$ cat config.mk
export PLATFORM = sky130hd
export DESIGN_NAME = pin_wake_detect
export DESIGN_NICKNAME = d
export VERILOG_FILES = /design/src/rtl/pwd_pkg.sv /design/src/rtl/pwd_sync.sv /design/src/rtl/pwd_pin_cell.sv /design/src/rtl/pwd_combine.sv /design/src/rtl/pin_wake_detect.sv
export SDC_FILE = /design/constraint.sdc
export NUM_CORES = 1
export LEC_CHECK = 0
export ABC_AREA = 0
export ABC_CLOCK_PERIOD_IN_PS = 2600
export BUFFER_PORTS_ARGS = -buffer_cell sky130_fd_sc_hd__buf_2
export CAP_MARGIN = 5
export CORE_AREA = 4 4 55 94
export CTS_CLUSTER_DIAMETER = 150
export DETAILED_ROUTE_END_ITERATION = 12
export DIE_AREA = 0 0 59 98
export PLACE_DENSITY = 0.56
export SLEW_MARGIN = 15
export SYNTH_ARGS = -nofsm -noshare
export SYNTH_HDL_FRONTEND = slang
export SYNTH_SLANG_ARGS = --single-unit
$ cat constraint.sdc
create_clock -name clk -period 2.6 [get_ports clk]
set_input_delay 0.26 -clock clk [delete_from_list [all_inputs] [get_ports clk]]
set_output_delay 0.26 -clock clk [all_outputs]
set_load 0.05 [all_outputs]
$ cat src/rtl/pwd_pkg.sv
package pwd_pkg;
   typedef enum logic [1:0] {
      WK_OFF  = 2'b00,
      WK_EDGE = 2'b01,
      WK_HIGH = 2'b10,
      WK_LOW  = 2'b11
   } wake_mode_e;

   typedef struct packed {
      logic keep;
      logic hiz;
   } pad_park_t;
endpackage

$ cat src/rtl/pwd_sync.sv
module pwd_sync #(
   parameter int W      = 8,
   parameter int STAGES = 2
) (
   input  logic         clk,
   input  logic         rst_n,
   input  logic [W-1:0] d_i,
   output logic [W-1:0] q_o
);
   logic [W-1:0] pipe [STAGES];

   for (genvar s = 0; s < STAGES; s++) begin : g_stage
      if (s == 0) begin : g_first
         always_ff @(posedge clk or negedge rst_n) begin
            if (!rst_n) pipe[s] <= '0;
            else        pipe[s] <= d_i;
         end
      end else begin : g_next
         always_ff @(posedge clk or negedge rst_n) begin
            if (!rst_n) pipe[s] <= '0;
            else        pipe[s] <= pipe[s-1];
         end
      end
   end

   assign q_o = pipe[STAGES-1];
endmodule

$ cat src/rtl/pwd_pin_cell.sv
module pwd_pin_cell
   import pwd_pkg::*;
#(
   parameter bit CAPABLE = 1'b1
) (
   input  logic       clk,
   input  logic       rst_n,
   input  logic [1:0] mode_i,
   input  logic       keep_i,
   input  logic       pin_s_i,
   input  logic       frozen_i,
   input  logic       take_snap_i,
   input  logic       clear_snap_i,
   output logic       chg_hit_o,
   output logic       sig_member_o,
   output logic       sig_ok_o,
   output pad_park_t  park_o
);
   wake_mode_e eff;
   logic       snap_q;

   always_comb eff = CAPABLE ? wake_mode_e'(mode_i) : WK_OFF;

   always_ff @(posedge clk or negedge rst_n) begin
      if (!rst_n)            snap_q <= 1'b0;
      else if (clear_snap_i) snap_q <= 1'b0;
      else if (take_snap_i)  snap_q <= pin_s_i;
   end

   always_comb begin
      chg_hit_o    = (eff == WK_EDGE) && (pin_s_i != snap_q);
      sig_member_o = (eff == WK_HIGH) || (eff == WK_LOW);
      sig_ok_o     = (eff == WK_HIGH) ? pin_s_i : !pin_s_i;
      park_o.keep  = frozen_i && (eff == WK_OFF) && keep_i;
      park_o.hiz   = frozen_i && (eff == WK_OFF) && !keep_i;
   end


   park_excl_chk: assert property (@(posedge clk) disable iff (!rst_n)
      !(park_o.keep && park_o.hiz));


   snap_steady_chk: assert property (@(posedge clk) disable iff (!rst_n)
      (frozen_i && !clear_snap_i) |=> $stable(snap_q));
endmodule

$ cat src/rtl/pwd_combine.sv
module pwd_combine #(
   parameter int N = 8
) (
   input  logic [N-1:0] chg_hit_i,
   input  logic [N-1:0] sig_member_i,
   input  logic [N-1:0] sig_ok_i,
   output logic         wake_cond_o
);
   logic any_chg, any_sig, all_ok;

   always_comb begin
      any_chg     = |chg_hit_i;
      any_sig     = |sig_member_i;
      all_ok      = &(sig_ok_i | ~sig_member_i);
      wake_cond_o = any_chg || (any_sig && all_ok);
   end
endmodule

$ cat src/rtl/pin_wake_detect.sv
module pin_wake_detect
   import pwd_pkg::*;
#(
   parameter int              PINS        = 8,
   parameter int              SYNC_STAGES = 2,
   parameter logic [PINS-1:0] CAPABLE     = '1
) (
   input  logic              clk,
   input  logic              rst_n,
   input  logic [PINS-1:0]   pins_i,
   input  logic [2*PINS-1:0] mode_i,
   input  logic [PINS-1:0]   keep_i,
   input  logic              freeze_enter_i,
   output logic              wake_o,
   output logic              frozen_o,
   output logic [PINS-1:0]   hold_o,
   output logic [PINS-1:0]   hiz_o
);
   localparam int MODE_W = 2 * PINS;

   if (PINS < 1) begin : g_bad_pins
      $error("PINS must be at least 1");
   end
   if (SYNC_STAGES < 2) begin : g_bad_sync
      $error("SYNC_STAGES must be at least 2");
   end
   if ($bits(mode_i) != MODE_W) begin : g_bad_mode
      $error("mode width mismatch");
   end

   logic [PINS-1:0] pin_s, chg_hit, sig_member, sig_ok;
   pad_park_t       park [PINS];
   logic            wake_cond, frozen_q, wake_q, take_snap, clear_snap;

   pwd_sync #(.W(PINS), .STAGES(SYNC_STAGES)) u_sync (
      .clk(clk), .rst_n(rst_n), .d_i(pins_i), .q_o(pin_s)
   );

   assign take_snap  = freeze_enter_i && !frozen_q;
   assign clear_snap = frozen_q && wake_cond;

   for (genvar k = 0; k < PINS; k++) begin : g_pin
      pwd_pin_cell #(.CAPABLE(CAPABLE[k])) u_cell (
         .clk          (clk),
         .rst_n        (rst_n),
         .mode_i       (mode_i[2*k +: 2]),
         .keep_i       (keep_i[k]),
         .pin_s_i      (pin_s[k]),
         .frozen_i     (frozen_q),
         .take_snap_i  (take_snap),
         .clear_snap_i (clear_snap),
         .chg_hit_o    (chg_hit[k]),
         .sig_member_o (sig_member[k]),
         .sig_ok_o     (sig_ok[k]),
         .park_o       (park[k])
      );
      assign hold_o[k] = park[k].keep;
      assign hiz_o[k]  = park[k].hiz;
   end

   pwd_combine #(.N(PINS)) u_comb (
      .chg_hit_i    (chg_hit),
      .sig_member_i (sig_member),
      .sig_ok_i     (sig_ok),
      .wake_cond_o  (wake_cond)
   );

   always_ff @(posedge clk or negedge rst_n) begin
      if (!rst_n) begin
         frozen_q <= 1'b0;
         wake_q   <= 1'b0;
      end else begin
         wake_q <= frozen_q && wake_cond;
         if (frozen_q && wake_cond) frozen_q <= 1'b0;
         else if (take_snap)        frozen_q <= 1'b1;
      end
   end

   assign wake_o   = wake_q;
   assign frozen_o = frozen_q;


   wake_single_chk: assert property (@(posedge clk) disable iff (!rst_n)
      wake_q |=> !wake_q);


   wake_exit_chk: assert property (@(posedge clk) disable iff (!rst_n)
      wake_q |-> !frozen_q);


   wake_needs_freeze_chk: assert property (@(posedge clk) disable iff (!rst_n)
      !frozen_q |=> !wake_q);


   freeze_cause_chk: assert property (@(posedge clk) disable iff (!rst_n)
      $rose(frozen_q) |-> $past(freeze_enter_i));


   park_idle_chk: assert property (@(posedge clk) disable iff (!rst_n)
      !frozen_q |-> (hold_o == '0 && hiz_o == '0));
endmodule

## After elaboration in Yosys (flattened, before gate mapping)

Index checks and enable logic that the tools add are counted.

- Memories: 0
- Bits in read-only memories: 0
- Latch bits: 0
- Register bits: 26
- Output and inout bits: 18
- Bits in writable memories: 0
- Word-level logic and storage cells: 145
- Input bits: 35

- Multiplexer cells: 26
- Bitwise operators: 2
- Shift operators: 0
- Order comparisons: 0
- Reduce and logical (&&, ||, !) cells: 73
- Add/sub/neg operators: 0
- Equality and inequality tests: 32
- Multiply operators: 0
- Div/mod/pow operators: 0

Operators by type and width:

| operator | number |
|---|---|
| logical AND 1 bit | 35 |
| == test 2 bit, second input constant | 16 |
| 2-to-1 mux 1 bit | 26 |
| zero test 1 bit | 17 |
| == test 2 x 1 -> 1 bit, second input constant | 8 |
| zero test 2 bit | 8 |
| OR reduction 8 bit | 2 |
| logical OR 1 bit | 9 |
| != test 1 bit | 8 |
| NOT 8 bit | 1 |
| bitwise OR 8 bit | 1 |
| AND reduction 8 bit | 1 |
| nonzero test 2 bit | 1 |

## Logic depth before layout (Yosys ltp)

- Depth in word-level cells: 9
- Depth in mapped cells: 5
- Mapped depth without buffers: 5

## Cells and area by module

Synthesis repeated with hierarchy kept, for this count alone.

- Cell total of the unflattened synthesis: 128
- Area total of the unflattened synthesis: 1451.4 um^2

Modules (own cells, without submodules):

| module | sequential area each (um^2) | cells an instance | times used | area each (um^2) |
|---|---|---|---|---|
| pwd_pin_cell | 25.0 | 10 | 8 | 98.8 |
| pwd_sync | 400.4 | 24 | 1 | 460.4 |
| pwd_combine | 0.0 | 18 | 1 | 122.6 |
| pin_wake_detect | 50.0 | 6 | 1 | 77.6 |

## Least setup slack after synthesis

No wires, ideal clock.

- Kind: reg2out
- Start point: register frozen_q (netlist: frozen_o)
- End point: output port hiz_o[0]
- Arrival time: 2796 ps
- Cell stages (with the launch flop): 4
- Buffers on the path: 2
- Slack: -456 ps
- Cells stage by stage: dfrtp_1 clkbuf_1 clkbuf_1 nor4b_1

- Longest elaborated chain between the ends: 2

RTL lines:

| element | line | text |
|---|---|---|
| start, declared | pin_wake_detect.sv:33 | `logic wake_cond, frozen_q, wake_q, take_snap, clear_snap;` |
| start signal, assigned | pin_wake_detect.sv:70 | `frozen_q <= 1'b0;` |
| start signal, assigned | pin_wake_detect.sv:74 | `if (frozen_q && wake_cond) frozen_q <= 1'b0;` |
| start signal, assigned | pin_wake_detect.sv:75 | `else if (take_snap) frozen_q <= 1'b1;` |
| logical AND 1 bit (2 in series) | pwd_pin_cell.sv:35 | `park_o.hiz = frozen_i && (eff == WK_OFF) && !keep_i;` |
| end, declared | pin_wake_detect.sv:17 | `output logic [PINS-1:0] hiz_o` |

Every way passes these cells.

## Worst setup path in the final report

- Start point: register frozen_q (netlist: frozen_o)
- End point: output port hold_o[2]

- Longest elaborated chain between the ends: 2

RTL lines:

| element | line | text |
|---|---|---|
| logical AND 1 bit (2 in series) | pwd_pin_cell.sv:34 | `park_o.keep = frozen_i && (eff == WK_OFF) && keep_i;` |
| end, declared | pin_wake_detect.sv:16 | `output logic [PINS-1:0] hold_o,` |

Every way passes these cells.

==> impl_metrics.py <==
metrics = {
    "layout": {
        "fillers": 450,
        "drive_gt1_share_pct": 47.13,
        "area_delta_synth_final_pct": 37.25,
        "diodes": 0,
        "final_cells": 208,
        "nets": 193,
    },
    "synthesis": {
        "synth_fp_nets": 138,
        "ys.flop_type": "dfrtp_1",
        "netlist_instances": 103,
        "synth_edf_count": 0,
        "synth-async-reset-ratio_pct": 100.0,
        "synth_area_leaders": "dfrtp_1, nor4b_1, nor4bb_1, xnor2_1, xor2_1",
        "synth.avg_cell_area_um2": 12.39,
        "seq_area_frac_synth_pct": 50.98,
        "yosysWarnings": 0,
        "yosys.area.top_type_share_pct": 50.98,
        "ys_ff_latch": 26,
        "synth_top_area_cell": "dfrtp_1",
        "synth_cell_types": 24,
        "synthTopCellsByCount": "dfrtp_1, nor4b_1, xnor2_1, xor2_1, nor4bb_1",
        "syn-cell-area_mm2": 0.001276,
        "yosysMostFrequentCell": "dfrtp_1",
    },
    "sta": {
        "max_freq_mhz": 530.0,
        "tightestPinTransition_ns": 0.5536,
        "fin_setup_tns_ns": 0,
        "setup_viol": 0,
        "hold_viol": 0,
        "hold_slack_ns": 0.09365,
        "period_share_pct": 72.57,
        "fin_crit_ns": 1.887,
        "maxSlewHeadroom_pct": 63.10,
        "fin_skew_ns": 0.004283,
        "rsz0062_at_grt": "no",
        "finalMaxSlewViolations": 0,
    },
    "worst_setup_path": {
        "reg2reg_slack_ns": 0.84,
        "cp-start-kind": "register",
        "path_class": "register to primary output",
        "cp_max_fo": 21,
        "cp-end-kind": "primary output",
        "required_ns": 2.34,
        "worstPathArrival_ns": 1.63,
    },
    "job": {
        "max_cap_viol_count": 0,
    },
    "clocking": {
        "clkTransAtPathRegs_ns": 0.08,
        "clockBufferDepth": 2,
        "cts_tree": "done",
        "cts_setup_buffers": 0,
        "cts.sinks": 26,
        "clk_root_buffer_cell": "clkbuf_8",
        "clk_latency_ns": 0.26,
        "numCtsBuffers": 3,
        "htreeDepth": 1,
    },
    "routing": {
        "drt_iter0_markers": 56,
        "drt_pass1_iterations": 4,
        "drc": 0,
        "ant_nets": 0,
        "totalWireLength_um": 3172,
        "wire_per_inst_um": 15.25,
        "route.vias.total": 1072,
        "viasPerCell": 5.154,
    },
    "grt": {
        "grt_pass1_vias": 1114,
        "overflow": 0,
        "grt_max_degree": 27,
        "grtUsageTotal_pct": 11.46,
        "grt_pass1_wl_um": 5216,
        "antenna_found_initial": 0,
    },
    "die": {
        "start_util_pct": 28.98,
        "io_pins": 53,
        "die_x_um": 59,
        "core-area_mm2": 0.004404,
        "dieArea_mm2": 0.005782,
        "die_h_um": 98,
        "num_rows": 32,
    },
    "power": {
        "vdd_drop_max_uv": 367.0,
        "power.static_leakage_nw": 0.7927,
        "powerDensity_mw_per_mm2": 714.3,
    },
    "outcome": {
        "outcome": "complete, no violations",
    },
    "place": {
        "globalplace.congestion": 0.7998,
        "io_buffers": 52,
        "dp_hpwl_um": 2622,
        "dp_cells": 203,
    },
    "worst_hold_path": {
        "min-delay-path-class": "input pin to register",
    },
}
-- worst max-delay path: stages (launching register included) --
cell      delay [ns]
dfrtp_1         0.68
nor4bb_2        0.37
buf_2           0.31
-- flip-flops by register name (all words and copies together) (netlist names) --
| signal | count |
|---|---|
| g_pin.u_cell.snap_q | 8 |
| u_sync.pipe | 8 |
| wake_o | 1 |
| u_sync.q_o | 8 |
| frozen_o | 1 |
-- area by class of cell --
cell class / count / area (µm²) / area share, %
tap: 51 / 63.81 / 3.643
sequential: 26 / 650.6 / 37.14
inverter: 4 / 15.01 / 0.8571
multi-input combinational: 69 / 689.4 / 39.36
timing repair buffer: 54 / 277.8 / 15.86
clock buffer: 4 / 55.05 / 3.143
-- metrics by stage --
stage	utilization, %	setup WS (ns)	power, mW	cell area (µm²)
global placement	38.30	0.8770	0.9952	1687
finish	39.77	0.7132	1.251	1752
CTS	39.77	0.6774	1.271	1752
floorplan	-	0.1937	0.8669	1370
detailed placement	38.30	0.8582	1.012	1687
global route	39.77	0.5815	1.323	1752
-- per-layer routing --
| layer | wire length, µm | share of wire, % | track usage [%] |
|---|---|---|---|
| met2 | 1828 | 58 | 21.38 |
| met5 | 0 | 0 | 0 |
| met3 | 194 | 6.1 | 1.190 |
| met4 | 42 | 1.3 | 4.188 |
| met1 | 1107 | 35 | 12.72 |
-- path summary, 6_finish.rpt --
check	startpoint	endpoint	cells after the start
worst max register to register	u_sync.q_o[5]	g_pin[4].u_cell.snap_q	5
worst max-delay path	frozen_o	hold_o[2]	2
worst min-delay path	pins_i[6]	u_sync.pipe[14]	1
max in group asynchronous	rst_n	g_pin[1].u_cell.snap_q	2
worst min register to register	u_sync.pipe[8]	u_sync.q_o[0]	0
min in group asynchronous	rst_n	u_sync.pipe[12]	2
-- what timing repair did --
| action | CTS | global route |
|---|---|---|
| hold buffers | 1 | 0 |
| resized for setup | 0 | 0 |
| hold endpoints to repair | 26 | 0 |
-- where the power goes --
group	switching (mW)	internal (mW)	total, mW
logic	0.244	0.194	0.437
clock network	0.117	0.135	0.252
registers	0.0863	0.476	0.562
-- cells by family after synthesis --
logic type	count (synthesis)	synth area share (%)
and+or+nand+nor	32	20.78
DFF	26	50.98
AOI/OAI and AO/OA	17	11.76
xor gates and xnor gates	16	10.98
buffers and inverters	8	2.352
muxes	4	3.137
-- layout by cell type (no fill, tap or decap) --
cell           count
and4_1             1
nor2b_1            5
a32oi_1            4
mux2i_1            4
buf_4              1
inv_1              4
dlygate4sd3_1      1
o21a_1             1
or2_1              1
nor4b_2            8
clkbuf_8           4
a221o_1            4
xor2_1             8
nor3b_2            1
a22oi_1            3
nor3b_1            4
nand4_1            1
dfrtp_1           26
nor4_1             2
nor3_1             1
xnor2_1            8
buf_2             52
and4bb_2           1
nor4bb_2           7
o2bb2ai_1          4
a222oi_1           1
No activity file was read; power rests on OpenSTA's default activity.
